[src/rtl/vend_pkg.sv]
package vend_pkg;

  localparam int unsigned PRICE = 3;

  // Credit state codes; the numeric code equals the credit held.
  typedef enum logic [1:0] {
    CR_ZERO = 2'b00,
    CR_ONE  = 2'b01,
    CR_TWO  = 2'b10,
    CR_VOID = 2'b11
  } credit_e;

  typedef struct packed {
    credit_e nxt;
    logic    vend;
    logic    change;
  } step_t;

  // Credit arithmetic: add the coin value, sell when the price is reached.
  function automatic step_t vend_step(input credit_e cur, input logic c1, input logic c2);
    step_t      s;
    logic [2:0] total;
    s.nxt    = cur;
    s.vend   = 1'b0;
    s.change = 1'b0;
    total    = {1'b0, cur} + (c1 ? 3'd1 : 3'd2);
    if (cur == CR_VOID) begin
      s.nxt = CR_ZERO;
    end else if (c1 ^ c2) begin
      if (total >= 3'(PRICE)) begin
        s.nxt    = CR_ZERO;
        s.vend   = 1'b1;
        s.change = (total > 3'(PRICE));
      end else begin
        s.nxt = credit_e'(total[1:0]);
      end
    end
    return s;
  endfunction

endpackage

[src/rtl/coin_sync.sv]
module coin_sync #(
  parameter int unsigned WIDTH  = 2,
  parameter int unsigned STAGES = 2
) (
  input  logic             clk_i,
  input  logic             rst_i,
  input  logic [WIDTH-1:0] d_i,
  output logic [WIDTH-1:0] q_o
);

  logic [WIDTH-1:0] pipe [STAGES];

  for (genvar g = 0; g < STAGES; g++) begin : g_stage
    if (g == 0) begin : g_first
      always_ff @(posedge clk_i) begin
        if (rst_i) pipe[g] <= '0;
        else       pipe[g] <= d_i;
      end
    end else begin : g_rest
      always_ff @(posedge clk_i) begin
        if (rst_i) pipe[g] <= '0;
        else       pipe[g] <= pipe[g-1];
      end
    end
  end

  assign q_o = pipe[STAGES-1];

endmodule

[src/rtl/vend_next.sv]
module vend_next
  import vend_pkg::*;
(
  input  credit_e cur_i,
  input  logic    c1_i,
  input  logic    c2_i,
  output step_t   step_o
);

  always_comb begin
    step_o = vend_step(cur_i, c1_i, c2_i);
  end

endmodule

[src/rtl/vend_ctrl.sv]
module vend_ctrl
  import vend_pkg::*;
#(
  parameter int unsigned SYNC_STAGES = 2
) (
  input  logic clk_i,
  input  logic rst_i,
  input  logic coin1_i,
  input  logic coin2_i,
  output logic vend_o,
  output logic change_o
);

  logic [1:0] coin_s;
  logic       c1_s;
  logic       c2_s;
  credit_e    state_q;
  step_t      step;
  logic       vend_q;
  logic       change_q;

  coin_sync #(
    .WIDTH (2),
    .STAGES(SYNC_STAGES)
  ) u_sync (
    .clk_i(clk_i),
    .rst_i(rst_i),
    .d_i  ({coin2_i, coin1_i}),
    .q_o  (coin_s)
  );

  assign c1_s = coin_s[0];
  assign c2_s = coin_s[1];

  vend_next u_next (
    .cur_i (state_q),
    .c1_i  (c1_s),
    .c2_i  (c2_s),
    .step_o(step)
  );

  always_ff @(posedge clk_i) begin
    if (rst_i) begin
      state_q  <= CR_ZERO;
      vend_q   <= 1'b0;
      change_q <= 1'b0;
    end else begin
      state_q  <= step.nxt;
      vend_q   <= step.vend;
      change_q <= step.change;
    end
  end

  assign vend_o   = vend_q;
  assign change_o = change_q;

endmodule

[config.mk]
export PLATFORM = sky130hd
export DESIGN_NAME = vend_ctrl
export DESIGN_NICKNAME = d
export VERILOG_FILES = /design/src/rtl/vend_pkg.sv /design/src/rtl/coin_sync.sv /design/src/rtl/vend_next.sv /design/src/rtl/vend_ctrl.sv
export SDC_FILE = /design/constraint.sdc
export NUM_CORES = 1
export LEC_CHECK = 0
export BUFFER_PORTS_ARGS = -buffer_cell sky130_fd_sc_hd__buf_2
export CORE_AREA = 2 2 39 41
export CTS_CLUSTER_DIAMETER = 200
export CTS_CLUSTER_SIZE = 40
export DETAILED_ROUTE_END_ITERATION = 16
export DIE_AREA = 0 0 41 43
export PLACE_DENSITY = 0.45
export SLEW_MARGIN = 25
export SYNTH_ARGS = -nofsm -noshare
export SYNTH_HDL_FRONTEND = slang
export SYNTH_SLANG_ARGS = --single-unit
[constraint.sdc]
create_clock -name clk_i -period 2.07 [get_ports clk_i]
set_input_delay 0.3105 -clock clk_i [delete_from_list [all_inputs] [get_ports clk_i]]
set_output_delay 0.3105 -clock clk_i [all_outputs]
set_load 0.1 [all_outputs]
### After elaboration in Yosys (flattened, before gate mapping)

Memories as Yosys holds them, arrays and structs flattened.
Index checks and enable logic that the tools add are counted.

| storage, ports and cells | value |
|---|---|
| bits in registers | 4 |
| bits in writable memories | 4 |
| output and inout port bits | 2 |
| word-level logic and storage cells | 24 |
| memories | 1 |

Memory list:

| memory | depth | width | rd ports | clocked after memory_dff | wr ports | RTL line | source |
|---|---|---|---|---|---|---|---|
| u_sync.pipe | 2 | 2 | 2 | 0 | 2 | coin_sync.sv:11 | `logic [WIDTH-1:0] pipe [STAGES];` |

| operators by class | value |
|---|---|
| $add $sub $neg | 1 |
| order comparisons | 2 |
| equal/unequal tests | 1 |
| multiplexer cells | 8 |
| bitwise operators | 5 |
| reductions and logical operators | 3 |

Operators with widths:

| cell | count |
|---|---|
| two-way mux 2 bit | 5 |
| OR reduction 4 bit | 1 |
| adder 2 x 3 -> 3 bit | 1 |
| >= comparator 3 x 2 -> 1 bit (second input constant) | 1 |
| greater-than comparator 3 x 2 -> 1 bit (second input constant) | 1 |
| two-way mux 1 bit | 3 |
| OR reduction 3 bit | 1 |
| equality test 2 bit (second input constant) | 1 |
| NOT 1 bit | 2 |
| bitwise OR 1 bit | 2 |
| OR reduction 2 bit | 1 |
| XOR 1 bit | 1 |

### Longest topological paths before layout

An unclocked memory read counts as a cell.

| depth | value |
|---|---|
| depth in word-level cells | 6 |
| gate-level depth with buffers | 6 |
| gate-level depth less buffers | 6 |

### By module

From an unflattened synthesis, not the netlist that was laid out.

| unflattened totals | value |
|---|---|
| cell total of the unflattened synthesis | 33 |
| area total of the unflattened synthesis | 325.3 sq um |

By module, submodules not included:

| module | times used | cells an instance | area an instance (sq um) | sequential area each (sq um) |
|---|---|---|---|---|
| vend_next | 1 | 17 | 115.1 | 0.0 |
| coin_sync | 1 | 8 | 105.1 | 80.1 |
| vend_ctrl | 1 | 8 | 105.1 | 80.1 |

### Worst setup path after synthesis

Ideal clock, no wire load.

| timing path | value |
|---|---|
| path type | reg2reg |
| start | memory u_sync.pipe[1][0] |
| end | register state_q[0] |
| setup time | 114 ps |
| arrival time | 1347 ps |
| data required time | 1956 ps |
| path slack | 609 ps |
| cell stages (with the launch flop) | 7 |
| buffers on the path | 0 |
| clock period less this slack | 1461 ps |
| path through | dfxtp_1 ha_1 inv_1 fa_1 and3_1 mux2i_1 nor2_1 |

RTL lines:

| element | RTL line | source |
|---|---|---|
| start, declared | coin_sync.sv:11 |  |
| end signal, assigned | vend_ctrl.sv:48 | `state_q <= step.nxt;` |
| end, declared | vend_ctrl.sv:17 | `credit_e state_q;` |

==> impl_metrics.prom <==
# TYPE chip_impl_metric gauge
chip_impl_info{name="run_status",value="finished clean"} 1
chip_impl_metric{name="cts_repair_resize_count",unit=""} 0
chip_impl_metric{name="critPathArrivalTime",unit="ns"} 1.69
chip_impl_metric{name="worstMarginPinSlew",unit="ns"} 0.486
chip_impl_metric{name="globalRoute.totalOverflow",unit=""} 0
chip_impl_metric{name="dieWidth",unit="um"} 41
chip_impl_metric{name="cts_max_path_buffers",unit=""} 2
chip_impl_metric{name="post_drt_via_cell_ratio",unit=""} 3.98
chip_impl_metric{name="core_area",unit="mm2"} 0.00138
chip_impl_metric{name="layout_setup_ws",unit="ns"} 0.522
chip_impl_metric{name="antenna_found_initial",unit=""} 0
chip_impl_metric{name="maxSlewHeadroom",unit=""} 0.679
chip_impl_metric{name="routed_antenna_nets",unit=""} 0
chip_impl_metric{name="clk_latency",unit="ns"} 0.25
chip_impl_metric{name="clkTransAtPathRegs",unit="ns"} 0.05
chip_impl_metric{name="die-area",unit="mm2"} 0.00176
chip_impl_metric{name="post_synth.cell_area_avg",unit="um2"} 11.1
chip_impl_metric{name="synth_fp_nets",unit=""} 34
chip_impl_info{name="worstSetupPathType",value="reg2reg"} 1
chip_impl_metric{name="routed-via-count",unit=""} 207
chip_impl_metric{name="cts_post_setup_buffers_inserted",unit=""} 0
chip_impl_metric{name="dp_worst_setup_slack",unit="ns"} 0.509
chip_impl_metric{name="final-hold-violation-count",unit=""} 0
chip_impl_metric{name="drt-initial-drc-count",unit=""} 5
chip_impl_metric{name="routed_wl",unit="um"} 419
chip_impl_metric{name="finClkSkew",unit="ns"} 0.000806
chip_impl_info{name="min_path_type",value="in2reg"} 1
chip_impl_metric{name="ys_warn_count",unit=""} 0
chip_impl_metric{name="irDropWorstVdd",unit="mV"} 0.309
chip_impl_info{name="cts_tree",value="built"} 1
chip_impl_metric{name="post-synth-top-area-fraction",unit=""} 0.514
chip_impl_info{name="worstSetupEndpointType",value="register"} 1
chip_impl_metric{name="wire_length_of_the_first_global_routing_pass",unit="um"} 765
chip_impl_metric{name="finalWorstPathRequiredPeriod",unit="ns"} 1.55
chip_impl_metric{name="pwr_density_cell",unit="mW/mm2"} 826
chip_impl_metric{name="placement.io_buffers",unit=""} 5
chip_impl_metric{name="std_cell_rows",unit=""} 14
chip_impl_metric{name="drt_first_pass_iters",unit=""} 2
chip_impl_info{name="cp_slowest_cell",value="sky130_fd_sc_hd__fa_1"} 1
chip_impl_info{name="startpoint_type",value="register"} 1
chip_impl_metric{name="cts.htree.levels",unit=""} 1
chip_impl_metric{name="cts_num_sinks",unit=""} 8
chip_impl_metric{name="post_cts_hold_buffer_count",unit=""} 0
chip_impl_metric{name="netlist-cell-type-count",unit=""} 13
chip_impl_metric{name="post-route-drc-count",unit=""} 0
chip_impl_metric{name="fin_setup_tns",unit="ns"} 0
chip_impl_metric{name="tritoncts_buffer_count",unit=""} 3
chip_impl_metric{name="synth.ff_latch_count",unit=""} 8
chip_impl_metric{name="max_freq",unit="GHz"} 0.646
chip_impl_metric{name="grt_pass1_vias",unit=""} 213
chip_impl_metric{name="die_h",unit="um"} 43
chip_impl_metric{name="antenna_cells",unit=""} 0
chip_impl_metric{name="fin_util",unit=""} 0.274
chip_impl_info{name="grt_setup_unrepaired",value="false"} 1
chip_impl_metric{name="postSynthCellCount",unit=""} 28
chip_impl_metric{name="gp_routability_congestion",unit=""} 0.639
chip_impl_metric{name="groute.usage.overall",unit=""} 0.0698
chip_impl_metric{name="layout.filler_cells",unit=""} 158
chip_impl_metric{name="initial_utilization",unit=""} 0.225
chip_impl_metric{name="max_cap_violations",unit=""} 0
chip_impl_metric{name="finalSetupViolations",unit=""} 0
chip_impl_metric{name="finalCritPeriodShare",unit=""} 0.748
chip_impl_info{name="top_layer_used",value="met3"} 1
chip_impl_metric{name="post_synth_instance_area",unit="um2"} 312
chip_impl_metric{name="route.detailed.wl_per_inst",unit="um"} 8.06
chip_impl_metric{name="critical-path-max-stage-delay",unit="ns"} 0.47
chip_impl_metric{name="met3RoutedLength",unit="um"} 39
chip_impl_metric{name="leakagePower",unit="nW"} 0.167
chip_impl_info{name="synth.top_cells.by_area",value="sky130_fd_sc_hd__dfxtp_1 51%, sky130_fd_sc_hd__nor2b_1 8.0%, sky130_fd_sc_hd__fa_1 6.4%"} 1
chip_impl_metric{name="nets",unit=""} 44
chip_impl_metric{name="regArea",unit="um2"} 160
chip_impl_metric{name="io_pins",unit=""} 6
chip_impl_metric{name="worstPathRequired",unit="ns"} 2.21
chip_impl_info{name="clockRootBuffer",value="sky130_fd_sc_hd__clkbuf_4"} 1
chip_impl_metric{name="layout-drive-gt1-share",unit=""} 0.250
chip_impl_metric{name="m1_wire_length",unit="um"} 153
chip_impl_metric{name="critical_path.max_fanout",unit=""} 3
chip_impl_metric{name="flow.area_growth_from_synthesis",unit="%"} 21.7
chip_impl_info{name="timing.critical_path.cells",value="ha_1, inv_1, fa_1, and3_1, mux2i_1, nor2_1"} 1
chip_impl_metric{name="dp.final_hpwl",unit="um"} 351
chip_impl_metric{name="grt_start_max_net_pins",unit=""} 6
chip_impl_metric{name="multi_input_area",unit="um2"} 144
chip_impl_metric{name="seq_area_frac_synth",unit=""} 0.514
chip_impl_info{name="yosys.area.top_type",value="sky130_fd_sc_hd__dfxtp_1"} 1
chip_impl_metric{name="met2RoutedLength",unit="um"} 226
chip_impl_metric{name="final_max_slew_viol_count",unit=""} 0
==> layout by cell type (no fill, tap or decap), drive strengths merged, types with 2 or more instances in the layout <==
cell	netlist	final
buf	0	5
dfxtp	8	8
inv	2	2
mux2i	2	2
clkbuf	0	3
nand2b	2	2
nor2	3	3
nor2b	4	4
==> area by class of cell <==
type	instances	area share
inverter	2	0.0198
clock buffer	3	0.0594
sequential	8	0.422
timing repair buffer	5	0.0660
multi-input combinational	18	0.380
tap	16	0.0528
==> logic make-up (layout without fill, tap and decap cells) <==
logic type | count (synthesis) | in the layout | share of synthesized area
simple gates | 11 | 11 | 0.201
flops | 8 | 8 | 0.514
fa+ha+maj | 2 | 2 | 0.104
compound gates | 2 | 2 | 0.0402
mux | 2 | 2 | 0.0643
buf+inv | 2 | 10 | 0.0241
xor+xnor | 1 | 1 | 0.0522
==> Yosys cell counts <==
cell / instances
sky130_fd_sc_hd__a21oi_1: 1
sky130_fd_sc_hd__fa_1: 1
sky130_fd_sc_hd__dfxtp_1: 8
sky130_fd_sc_hd__ha_1: 1
sky130_fd_sc_hd__mux2i_1: 2
sky130_fd_sc_hd__a21o_1: 1
sky130_fd_sc_hd__nor2b_1: 4
sky130_fd_sc_hd__nor3b_1: 1
sky130_fd_sc_hd__and3_1: 1
sky130_fd_sc_hd__nor2_1: 3
sky130_fd_sc_hd__xor2_2: 1
sky130_fd_sc_hd__inv_1: 2
sky130_fd_sc_hd__nand2b_1: 2
==> stage by stage <==
step                instances  total power, mW  hold WS [ns]  area [um2]
floorplan                  28            0.193         0.382         312
global placement           49            0.200         0.422         357
detailed placement         49            0.201         0.433         357
CTS                        52            0.320         0.273         379
global route               52            0.335         0.276         379
finish                     52            0.313         0.276         379
==> power by group <==
part           total [mW]  leakage (nW)  switching (mW)  internal [mW]
Clock               0.115        0.0138          0.0494         0.0661
Combinational      0.0331        0.0882          0.0177         0.0154
Sequential          0.164        0.0655         0.00375          0.161
==> critical path, delay by kind of cell (launching register included) <==
kind,cells,cell delay [ns]
buffers and inverters,1,0.04
adder cells (fa/ha/maj),2,0.65
AND/OR/NAND/NOR,2,0.22
flip-flops,1,0.42
multiplexers,1,0.12
==> layer usage <==
metal | vias to the layer above | GRT usage
li1 | 107 | -
met1 | 93 | 0.0693
met2 | 7 | 0.0938
met3 | 0 | 0.0785
met4 | 0 | 0.0200
met5 | - | 0
==> final timing paths <==
path,startpoint,end,slack (ns),depth (start not counted)
worst max register to register,u_sync.pipe[1][0],state_q[0],0.52,6
worst max-delay path,u_sync.pipe[1][0],state_q[0],0.52,6
worst min-delay path,coin2_i,u_sync.pipe[0][1],0.28,2
worst min register to register,u_sync.pipe[0][0],u_sync.pipe[1][0],0.44,1
==> sequential cells by signal (all words and copies together), names as in the netlist <==
| register | count |
|---|---|
| u_sync.pipe | 4 |
| vend_o | 1 |
| change_o | 1 |
| state_q | 2 |
No activity file was read; power rests on OpenSTA's default activity.
